$ cat src/rtl/nbr_pattern_pkg.sv
package nbr_pattern_pkg;

  // Number of bit positions in [0, row_w) that are congruent to k modulo period
  function automatic int victims_in_pass(input int row_w, input int period, input int k);
    return (row_w + period - 1 - k) / period;
  endfunction

endpackage

$ cat src/rtl/nbr_pass_seq.sv
module nbr_pass_seq #(
  parameter int PERIOD = 11,
  parameter int IDX_W  = 4
) (
  input  logic             clk,
  input  logic             rst_n,
  input  logic             start_i,
  input  logic             ready_i,
  output logic             valid_o,
  output logic [IDX_W-1:0] pass_o,
  output logic             done_o
);
  localparam logic [IDX_W-1:0] LAST = IDX_W'(PERIOD - 1);

  logic             active_q;
  logic [IDX_W-1:0] pass_q;
  logic             done_q;

  always_ff @(posedge clk) begin
    if (!rst_n) begin
      active_q <= 1'b0;
      pass_q   <= '0;
      done_q   <= 1'b0;
    end else begin
      done_q <= 1'b0;
      if (!active_q) begin
        if (start_i) begin
          active_q <= 1'b1;
          pass_q   <= '0;
        end
      end else if (ready_i) begin
        if (pass_q == LAST) begin
          active_q <= 1'b0;
          done_q   <= 1'b1;
        end else begin
          pass_q <= pass_q + 1'b1;
        end
      end
    end
  end

  assign valid_o = active_q;
  assign pass_o  = pass_q;
  assign done_o  = done_q;

  a_r2_start_launch: assert property (@(posedge clk) disable iff (!rst_n)
    (!valid_o && start_i) |=> (valid_o && pass_o == '0));

  a_r5_hold_on_stall: assert property (@(posedge clk) disable iff (!rst_n)
    (valid_o && !ready_i) |=> (valid_o && $stable(pass_o)));

  a_r6_step_by_one: assert property (@(posedge clk) disable iff (!rst_n)
    (valid_o && ready_i && pass_o != LAST) |=> (valid_o && pass_o == $past(pass_o) + 1'b1));

  a_r7_done_after_last: assert property (@(posedge clk) disable iff (!rst_n)
    (valid_o && ready_i && pass_o == LAST) |=> (done_o && !valid_o));

  a_r7_done_single: assert property (@(posedge clk) disable iff (!rst_n)
    done_o |=> !done_o);

  a_r6_pass_range: assert property (@(posedge clk) disable iff (!rst_n)
    valid_o |-> (pass_o <= LAST));

endmodule

$ cat src/rtl/nbr_row_builder.sv
module nbr_row_builder
  import nbr_pattern_pkg::*;
#(
  parameter int ROW_W     = 64,
  parameter int DIST_NEAR = 1,
  parameter int DIST_FAR  = 5,
  parameter int PERIOD    = 11,
  parameter int IDX_W     = 4
) (
  input  logic             clk,
  input  logic             rst_n,
  input  logic             valid_i,
  input  logic [IDX_W-1:0] pass_i,
  output logic [ROW_W-1:0] data_o,
  output logic [ROW_W-1:0] mask_o
);
  localparam int N_DIST = 2;
  localparam int DISTS [N_DIST] = '{DIST_NEAR, DIST_FAR};

  logic [ROW_W-1:0] victim;
  logic [ROW_W-1:0] nbr_hit;

  for (genvar i = 0; i < ROW_W; i++) begin : g_bit
    localparam int PHASE = i % PERIOD;
    logic [2*N_DIST-1:0] taps;

    assign victim[i] = (pass_i == IDX_W'(PHASE));

    for (genvar j = 0; j < N_DIST; j++) begin : g_dist
      if (i >= DISTS[j]) begin : g_lo
        assign taps[2*j] = victim[i - DISTS[j]];
      end else begin : g_lo_off
        assign taps[2*j] = 1'b0;
      end
      if (i + DISTS[j] < ROW_W) begin : g_hi
        assign taps[2*j+1] = victim[i + DISTS[j]];
      end else begin : g_hi_off
        assign taps[2*j+1] = 1'b0;
      end
    end

    assign nbr_hit[i] = |taps;
    assign data_o[i]  = victim[i] & ~nbr_hit[i];
  end

  assign mask_o = victim;

  a_r4_no_victim_on_neighbor: assert property (@(posedge clk) disable iff (!rst_n)
    valid_i |-> ((victim & nbr_hit) == '0));

  a_r3_victim_count: assert property (@(posedge clk) disable iff (!rst_n)
    valid_i |-> ($countones(mask_o) == victims_in_pass(ROW_W, PERIOD, int'(pass_i))));

  a_r4_data_within_mask: assert property (@(posedge clk) disable iff (!rst_n)
    valid_i |-> ((data_o & ~mask_o) == '0));

endmodule

$ cat src/rtl/nbr_pattern_gen.sv
module nbr_pattern_gen #(
  parameter int ROW_W     = 64,
  parameter int DIST_NEAR = 1,
  parameter int DIST_FAR  = 5,
  localparam int PERIOD   = 2 * DIST_FAR + 1,
  localparam int IDX_W    = $clog2(PERIOD)
) (
  input  logic             clk,
  input  logic             rst_n,
  input  logic             start_i,
  input  logic             ready_i,
  output logic             valid_o,
  output logic [IDX_W-1:0] pass_o,
  output logic [ROW_W-1:0] data_o,
  output logic [ROW_W-1:0] mask_o,
  output logic             done_o
);

  nbr_pass_seq #(
    .PERIOD (PERIOD),
    .IDX_W  (IDX_W)
  ) u_seq (
    .clk     (clk),
    .rst_n   (rst_n),
    .start_i (start_i),
    .ready_i (ready_i),
    .valid_o (valid_o),
    .pass_o  (pass_o),
    .done_o  (done_o)
  );

  nbr_row_builder #(
    .ROW_W     (ROW_W),
    .DIST_NEAR (DIST_NEAR),
    .DIST_FAR  (DIST_FAR),
    .PERIOD    (PERIOD),
    .IDX_W     (IDX_W)
  ) u_build (
    .clk     (clk),
    .rst_n   (rst_n),
    .valid_i (valid_o),
    .pass_i  (pass_o),
    .data_o  (data_o),
    .mask_o  (mask_o)
  );

  a_r7_idle_when_done: assert property (@(posedge clk) disable iff (!rst_n)
    done_o |-> !valid_o);

  a_r5_data_stable_on_stall: assert property (@(posedge clk) disable iff (!rst_n)
    (valid_o && !ready_i) |=> ($stable(data_o) && $stable(mask_o)));

endmodule

$ cat config.mk
export PLATFORM = sky130hd
export DESIGN_NAME = nbr_pattern_gen
export DESIGN_NICKNAME = d
export VERILOG_FILES = /design/src/rtl/nbr_pattern_pkg.sv /design/src/rtl/nbr_pass_seq.sv /design/src/rtl/nbr_row_builder.sv /design/src/rtl/nbr_pattern_gen.sv
export SDC_FILE = /design/constraint.sdc
export NUM_CORES = 1
export LEC_CHECK = 0
export BUFFER_PORTS_ARGS = -buffer_cell sky130_fd_sc_hd__buf_2
export CAP_MARGIN = 5
export CORE_MARGIN = 2
export CORE_UTILIZATION = 38
export CTS_CLUSTER_DIAMETER = 150
export CTS_CLUSTER_SIZE = 24
export DETAILED_ROUTE_END_ITERATION = 6
export PLACE_DENSITY = 0.95
export SETUP_SLACK_MARGIN = 0.3
export SLEW_MARGIN = 20
export SYNTH_ARGS = -nofsm -noshare
export SYNTH_HDL_FRONTEND = slang
export SYNTH_SLANG_ARGS = --single-unit
$ cat constraint.sdc
create_clock -name clk -period 2.3 [get_ports clk]
set_input_delay 0.115 -clock clk [delete_from_list [all_inputs] [get_ports clk]]
set_output_delay 0.115 -clock clk [all_outputs]
set_load 0.01 [all_outputs]
## After elaboration in Yosys (flattened, before gate mapping)

Index checks and enable logic that the tools add are counted.

| storage, ports and cells | value |
|---|---|
| flip-flop bits (word level) | 6 |
| output and inout port bits | 134 |
| logic and storage cells | 92 |

| cells by class | value |
|---|---|
| $add $sub $neg | 1 |
| equal/unequal tests | 12 |
| muxes and demuxes | 9 |
| bitwise gates (word level) | 42 |
| reduce and logical (&&, ||, !) cells | 25 |

Operator list:

| kind | number |
|---|---|
| 4-bit OR reduction | 11 |
| 3-bit OR reduction | 8 |
| 1-bit bitwise AND | 21 |
| 1-bit inverter | 21 |
| 4-bit by 3-bit == test with 1-bit output (second input constant) | 4 |
| 4-bit two-way mux | 4 |
| 4-bit == test (second input constant) | 3 |
| 4-bit by 2-bit == test with 1-bit output (second input constant) | 2 |
| 3-bit AND reduction | 2 |
| 1-bit two-way mux | 5 |
| 4-bit by 1-bit adder with 4-bit output (second input constant) | 1 |
| 4-bit by 1-bit == test with 1-bit output (second input constant) | 1 |
| 4-bit zero test | 1 |
| 2-bit != test (second input constant) | 2 |
| 2-bit OR reduction | 2 |
| 2-bit nonzero test | 1 |

## Depth between registers and ports, before layout

Gate-level depths: netlist (run 1).

| depth | value |
|---|---|
| depth in word-level cells | 4 |
| gate-level depth with buffers | 6 |
| gate-level depth less buffers | 6 |

## Modules after synthesis

A second synthesis (run 1) with hierarchy kept.

| second synthesis, totals | value |
|---|---|
| cell total of the unflattened synthesis | 174 |
| area total of the unflattened synthesis | 1515.2 µm² |

Modules (own cells, without submodules):

| module | instances | cells each | area each (µm²) |
|---|---|---|---|
| nbr_row_builder | 1 | 140 | 1201.2 |
| nbr_pass_seq | 1 | 34 | 314.1 |

## Worst setup path after synthesis (run 1)

OpenSTA, ideal clock, no wires.

| timing path | value |
|---|---|
| path kind | flip-flop to output port |
| from | register u_seq.pass_q[0] (netlist: u_seq.pass_o[0]) |
| to | output data_o[22] |
| data arrival time | 1.882 ns |
| required time | 2.185 ns |
| slack | 0.303 ns |
| stages on the path, launching flop included | 6 |
| buffers on the path | 2 |
| path through | dfxtp_1 -> inv_1 -> ha_1 -> clkbuf_1 -> nor4b_1 -> buf_4 |

| between the ends | value |
|---|---|
| word-level cells in the longest chain between the ends | 4 |
| elaborated cells between the ends (all ways) | 8 |
| those cells by class | eq/ne (4); bitwise (2); reduce/logical (2) |

RTL lines:

| what | RTL line | RTL |
|---|---|---|
| start: declaration | nbr_pass_seq.sv:16 | `logic [IDX_W-1:0] pass_q;` |
| start signal: assignment | nbr_pass_seq.sv:36 | `pass_q <= pass_q + 1'b1;` |
| 4-bit by 1-bit == test with 1-bit output (tied with other cells) | - |  |
| 4-bit OR reduction | - |  |
| 1-bit inverter | - |  |
| 1-bit bitwise AND (*) | - |  |
| end: declaration | nbr_pattern_gen.sv:14 | `output logic [ROW_W-1:0] data_o,` |

Mark *: on every way between the ends. The rest lies on a longest branch, timed or not.

## Final worst setup path (run 1)

| timing path | value |
|---|---|
| from | register u_seq.pass_q[0] (netlist: u_seq.pass_o[0]) |
| to | output data_o[56] |

| between the ends | value |
|---|---|
| word-level cells in the longest chain between the ends | 4 |
| elaborated cells between the ends (all ways) | 8 |
| those cells by class | eq/ne (4); bitwise (2); reduce/logical (2) |

RTL lines:

| what | RTL line | RTL |
|---|---|---|
| 4-bit by 2-bit == test with 1-bit output (tied with other cells) | nbr_row_builder.sv:27 | `assign victim[i] = (pass_i == IDX_W'(PHASE));` |
| 4-bit OR reduction | nbr_row_builder.sv:42 | `assign nbr_hit[i] = \|taps;` |
| 1-bit inverter | nbr_row_builder.sv:43 | `assign data_o[i] = victim[i] & ~nbr_hit[i];` |
| 1-bit bitwise AND (*) | nbr_row_builder.sv:43 |  |

Marks and branches as above.

==> out/metrics.cfg, run 1 <==
[hold_path]
hold_end=u_seq.valid_o
holdCritPathClass=input pin to register
whs_path_depth=2
worstHoldStart=ready_i

[setup_path]
timing.critical_path.cells=ha_1, and2_1, nor3b_2, buf_2
cp_data_arrival_time_ns=1.80
worst-path-max-fanout=8
worst_r2r_startpoint=u_seq.pass_o[0]
worst_flop_to_flop_path_endpoint=u_seq.pass_o[0]
register_to_register_path_setup_slack_ns=0.76
critPathSlowestCell=dfxtp_1
required_ns=2.18
kind_of_end_point_of_the_critical_path=output pin
path_class=register to output pin
reg2reg_depth=6
start_kind=register
max_stage_delay_ns=0.47

[grt]
grt_antenna_before_repair=0
globalRoute.totalOverflow=0
grt_start_max_net_pins=15
grt_pass1_vias=832
grtUsageTotal=0.126
global_route_wire_length_before_repair_um=4060

[clock_tree]
clk_path_buf_depth=2
cts_hold_buf=0
h_tree_depth=1
cts_sinks=6
cts_made_buffers=3
cts_tree=built
clk_root_buffer_cell=clkbuf_4
path_clk_slew_ns=0.05
post_cts_buffers=0
clock_insertion_delay_worst_skew_ns=0.26

[job]
max_cap_violations=0

[die]
initial_utilization=0.394
die_height_um=62.6
core_mm2=0.00331
rows=21
die_area_mm2=0.00392
die_w_um=62.6
design.portCount=138

[sta]
setup-tns-final_ns=0
timing.final.hold_violations=0
tightestPinTransition_ns=0.348
fin_crit_ns=1.91
finalSetupViolations=0
fin_worst_skew_ns=0.00150
postLayoutSetupSlackWorst_ns=0.390
final_min_period_over_clock_period=0.831
timing.slew.headroom=0.767
slew_viol_final=0
clock.fmax_ghz=0.524
timing.hold.ws_ns=0.0800
rsz0062_at_grt=yes

[power_and_ir_drop]
combinationalPowerShare=0.292
clockPowerShare=0.343
p_per_area_mw_per_mm2=218
swShare=0.338
p_switching_uw=103
vdd.ir_drop.worst_uv=176
p_int_uw=202
pwr-share-seq=0.366
leakage_uw=0.00102

[yosys]
post_synth_num_cell_types=28
synth_fp_nets=176
yosysWarningCount=0
synth-seq-area-share=0.0920
syn_area_per_cell_um2=7.81
synthesis.instances=167
register_bit_total_from_synthesis=6
mappedNetlistArea_mm2=0.00131

[layout]
layout.cells.most_common_list=137 x buf_2, 10 x and2_1, 5 x dfxtp_1
count_of_inserted_antenna_diode_cells=0
drive_above_1_share=0.743
area_growth_syn_to_layout_pct=6.90
final-instance-count-excl-fill=256
layout_commonest_cell=buf_2
number_of_nets_in_the_layout=221

[placed_design]
hpwl_um=2300
pre_cts_ws_ns=0.485
port_buffers=137
gpl.final_weighted_congestion=0.807
place_inst=253

[drt]
post_drt_wl_per_cell_um=11.0
drt_pass1_iterations=2
post-route-drc-count=0
routed_wirelength_um=2810
drt_iter0_drc=18
post_drt_via_cell_ratio=4.27
num_vias=1093
post_detailed_route_count_of_antenna_violating_nets=0

[status]
run_status=completed

[registers in the layout, indices dropped and copies added, names as in the netlist]
register       count
u_seq.pass_o       4
u_seq.valid_o      1
u_seq.done_o       1
[routing by layer]
metal | track usage | part of all wire | up-vias
met4 | 0.0500 | 0.013 | 0
li1 | - | - | 538
met3 | 0.0126 | 0.080 | 5
met1 | 0.140 | 0.39 | 486
met2 | 0.241 | 0.52 | 64
met5 | 0 | 0 | -
[metrics by stage]
step | total power, µW | area (µm²) | util
after floorplan | 188 | 1310 | -
after global placement | 199 | 1330 | 0.401
after detailed placement | 200 | 1330 | 0.401
after CTS | 305 | 1370 | 0.415
after global routing | 322 | 1400 | 0.421
final | 305 | 1400 | 0.421
[synth_stat cells]
master     number  share of area
nand2b_1        1         0.0048
inv_1           3         0.0086
o41ai_2         2          0.025
nor4b_1         2          0.013
a31oi_1         2         0.0096
o21ai_0         1         0.0038
clkbuf_1        2         0.0058
nor3_1          1         0.0038
buf_4          96           0.55
nor2_1          3         0.0086
nand2_4         1         0.0086
nand4_1         1         0.0048
inv_4           1         0.0048
nand3_1         3          0.012
o2111ai_1       2          0.013
ha_1            5          0.048
nand2_1         2         0.0058
nor2b_1         5          0.024
and3_1          3          0.014
dfxtp_1         6          0.092
and3b_1         3          0.020
and2_1         11          0.053
and2b_4         1         0.0077
o31ai_1         1         0.0058
or3_1           1         0.0048
and2b_1         1         0.0058
o211ai_1        1         0.0058
nor3b_1         6          0.035
[layout make-up]
class | instances | area (µm²)
fill | 352 | 1920
inverter | 4 | 17.5
multi-input combinational | 59 | 483
timing repair buffer | 138 | 693
sequential | 6 | 121
clock buffer | 3 | 22.5
tap | 46 | 57.6
[power by group through the flow]
stage | combinational (µW) | sequential (µW) | clock [µW]
global route | 97.9 | 112 | 112
finish | 88.9 | 111 | 104
global placement | 86.9 | 113 | 0
detailed placement | 87.2 | 113 | 0
CTS | 89.3 | 111 | 105
floorplan | 74.8 | 114 | 0
[kinds of logic (layout without fill, tap and decap cells)]
logic type / Yosys count / in the layout / synth area share
flip-flops: 6 / 6 / 0.0920
AND/OR/NAND/NOR: 45 / 45 / 0.225
buffers and inverters: 102 / 145 / 0.571
adder cells (fa/ha/maj): 5 / 5 / 0.0479
AO/OA/AOI/OAI: 9 / 9 / 0.0633
[worst max-delay path by stage]
| stage | start | endpoint | slack [ns] | cells past startpoint |
|---|---|---|---|---|
| floorplan | u_seq.pass_o[0] | data_o[22] | 0.30 | 5 |
| global route | u_seq.pass_o[0] | data_o[19] | 0.25 | 5 |
| finish | u_seq.pass_o[0] | data_o[56] | 0.39 | 4 |
| detailed placement | u_seq.pass_o[0] | data_o[23] | 0.48 | 4 |
| global placement | u_seq.pass_o[0] | data_o[55] | 0.56 | 4 |
| CTS | u_seq.pass_o[0] | data_o[51] | 0.35 | 4 |
[worst max-delay path: cells and delay by family (launching register included)]
family                   cells  cell delay (ns)
AND/OR/NAND/NOR              2             0.58
adder cells (fa/ha/maj)      1             0.30
flip-flops                   1             0.47
buffers and inverters        1             0.19
[repair_timing]
action / in CTS / in global routing
resized for setup: 5 / 7
pin swaps: 0 / 0
hold endpoints to repair: 0 / 0
setup endpoints to repair: 23 / 30
No activity file was read; power rests on OpenSTA's default activity.
==> run 2: changes to the inputs <==
CORE_UTILIZATION = 36   (was 38)
PLACE_DENSITY = 0.91   (was 0.95)
clock period = 1.8 ns   (was 2.3 ns; I/O delays follow)
==> run 2 against run 1 <==
Net effect: critical path type unchanged; critical path depth grew 1; register-to-register slack lost 0.33 ns; worst setup slack lost 0.14 ns; largest power group is now combinational cells; first-iteration DRC count grew 22%; non-clock buffer count grew 21; clock-buffer cell count is the same; final cell count grew 8.2%; via count grew 8.1%.
==> out/metrics.cfg, run 2 (synthesis gave the netlist of run 1 again) <==
[power_and_ir_drop]
combinationalPowerShare=0.360  ; was 0.292
swShare=0.337  ; was 0.338
pwr-share-seq=0.336  ; was 0.366
p_int_uw=276  ; was 202 µW
p_switching_uw=140  ; was 103 µW
clockPowerShare=0.304  ; was 0.343
vdd.ir_drop.worst_uv=282  ; was 176 µV
p_per_area_mw_per_mm2=232  ; was 218 mW/mm²
leakage_uw=0.00118  ; was 0.00102 µW

[setup_path]
critPathSlowestCell=dfxtp_4  ; was dfxtp_1
register_to_register_path_setup_slack_ns=0.43  ; was 0.76 ns
start_kind=register  ; unchanged
timing.critical_path.cells=inv_4, ha_4, buf_8, nor3b_4, buf_2  ; was ha_1, and2_1, nor3b_2, buf_2
critical-path-top-delay-family=flip-flops  ; was simple AND/OR/NAND/NOR gates
kind_of_end_point_of_the_critical_path=output pin  ; unchanged
path_class=register to output pin  ; unchanged
required_ns=1.71  ; was 2.18 ns
cp_data_arrival_time_ns=1.46  ; was 1.80 ns
worst-path-max-fanout=10  ; was 8
max_stage_delay_ns=0.42  ; was 0.47 ns
cp_num_buf_inv=3  ; was 1

[layout]
layout.cells.most_common_list=128 x buf_2, 19 x buf_4, 11 x buf_6  ; was 137 x buf_2, 10 x and2_1, 5 x dfxtp_1
number_of_nets_in_the_layout=242  ; was 221
area_growth_syn_to_layout_pct=37.6  ; was 6.90%
finalInstanceArea_mm2=0.00180  ; was 0.00140 mm²
layout_commonest_cell=buf_2  ; unchanged
drive_above_1_share=0.887  ; was 0.743
largest_register_ffs=4  ; unchanged
count_of_inserted_antenna_diode_cells=0  ; unchanged
register_ranked_first_by_flip_flop_count=u_seq.pass_o  ; unchanged

[placed_design]
port_buffers=137  ; unchanged
detailed_place.area_mm2=0.00144  ; was 0.00133 mm²
hpwl_um=2430  ; was 2300 µm
gpl.final_weighted_congestion=0.680  ; was 0.807
pre_cts_ws_ns=0.279  ; was 0.485 ns

[grt]
grt_pass1_vias=971  ; was 832
grt_start_max_net_pins=13  ; was 15
global_route_wire_length_before_repair_um=4780  ; was 4060 µm
grt_antenna_before_repair=0  ; unchanged
grtUsageTotal=0.144  ; was 0.126
globalRoute.totalOverflow=0  ; unchanged

[clock_tree]
clk_root_buffer_cell=clkbuf_4  ; unchanged
cts_sinks=6  ; unchanged
clk_path_buf_depth=2  ; unchanged
h_tree_depth=1  ; unchanged
cts_tree=built  ; unchanged
path_clk_slew_ns=0.05  ; about the same
clock_insertion_delay_worst_skew_ns=0.25  ; was 0.26 ns
cts_made_buffers=3  ; unchanged

[sta]
postLayoutSetupSlackWorst_ns=0.249  ; was 0.390 ns
setup-tns-final_ns=0  ; unchanged
final_min_period_over_clock_period=0.862
clock.fmax_ghz=0.645
fin_worst_skew_ns=0.00388  ; was 0.00150 ns
finalSetupViolations=0  ; unchanged
tightestPinTransition_ns=0.279  ; was 0.348 ns
rsz0062_at_grt=yes  ; unchanged
timing.slew.headroom=0.813  ; was 0.767
slew_viol_final=0  ; unchanged
fin_crit_ns=1.55
timing.final.hold_violations=0  ; unchanged

[drt]
drt_iter0_drc=22  ; was 18
post-route-drc-count=0  ; unchanged
post_detailed_route_count_of_antenna_violating_nets=0  ; unchanged
post_drt_wl_per_cell_um=12.1  ; was 11.0 µm
drt_pass1_iterations=4  ; was 2
num_vias=1182  ; was 1,093
post_drt_via_cell_ratio=4.27  ; about the same
routed_wirelength_um=3350  ; was 2810 µm

[die]
rows=21  ; unchanged
die_w_um=64.2  ; was 62.6 µm
design.portCount=138  ; unchanged
core_mm2=0.00342  ; was 0.00331 mm²
initial_utilization=0.382  ; was 0.394
die_area_mm2=0.00412  ; was 0.00392 mm²
die_height_um=64.2  ; was 62.6 µm

[job]
max_cap_violations=0  ; unchanged

[hold_path]
holdCritPathClass=input pin to register  ; unchanged

[status]
run_status=completed  ; unchanged

## run 2: cell count changes in the layout (fill, tap and decap cells not counted), moves of 4 or more
cell	change
ha_4	+5
dfxtp_4	+4
buf_4	+18
buf_6	+11
and2_4	+10
and2_1	-9
buf_2	-9
## run 2: worst paths after layout
kind | startpoint | to | cells past startpoint
min | ready_i | u_seq.valid_o | 2
max reg2reg | u_seq.pass_o[0] | u_seq.pass_o[3] | 7
max | u_seq.pass_o[1] | data_o[35] | 5
min reg2reg | u_seq.valid_o | u_seq.valid_o | 1
## run 2: metal layers
layer,up-vias,GRT usage,routed length (µm)
met5,-,0,0
met4,0,0.0479,10
met3,2,0.0229,226
met2,69,0.288,1870
met1,529,0.149,1240
li1,582,-,-
## run 2: stage by stage
step	instances	hold WS, ns	power [µW]	util
floorplan	167	0.197	253	-
global placement	254	0.313	269	0.421
detailed placement	254	0.316	271	0.421
CTS	274	0.0687	416	0.493
global route	277	0.0749	446	0.526
finish	277	0.0680	416	0.526
## run 2: area by class of cell
type	count	area [µm²]
sequential	6	135
inverter	4	25.0
fill	331	1620
clock buffer	3	22.5
multi-input combinational	59	633
timing repair buffer	159	922
tap	46	57.6
## run 2: power by group through the flow
stage	Combinational (µW)	Sequential, µW	Clock (µW)
2_1_floorplan	107	146	0
3_3_place_gp	124	145	0
3_5_place_dp	126	145	0
4_1_cts	146	139	131
5_1_grt	162	140	144
6_report	149	140	127
## run 2: what timing repair did
item / 4_1_cts / 5_1_grt
hold buffers: 0 / 0
pin swaps: 5 / 2
gates resized for setup: 30 / 20
endpoints found under the setup margin: 115 / 83
buffers inserted: 17 / 3
## run 2: worst register-to-register path, delay by kind of cell (launching register included)
family,cells,cell delay (ns)
AND/OR/NAND/NOR,1,0.07
adder cells (fa/ha/maj),1,0.17
AO/OA/AOI/OAI,2,0.33
buffers and inverters,3,0.26
flip-flops,1,0.41
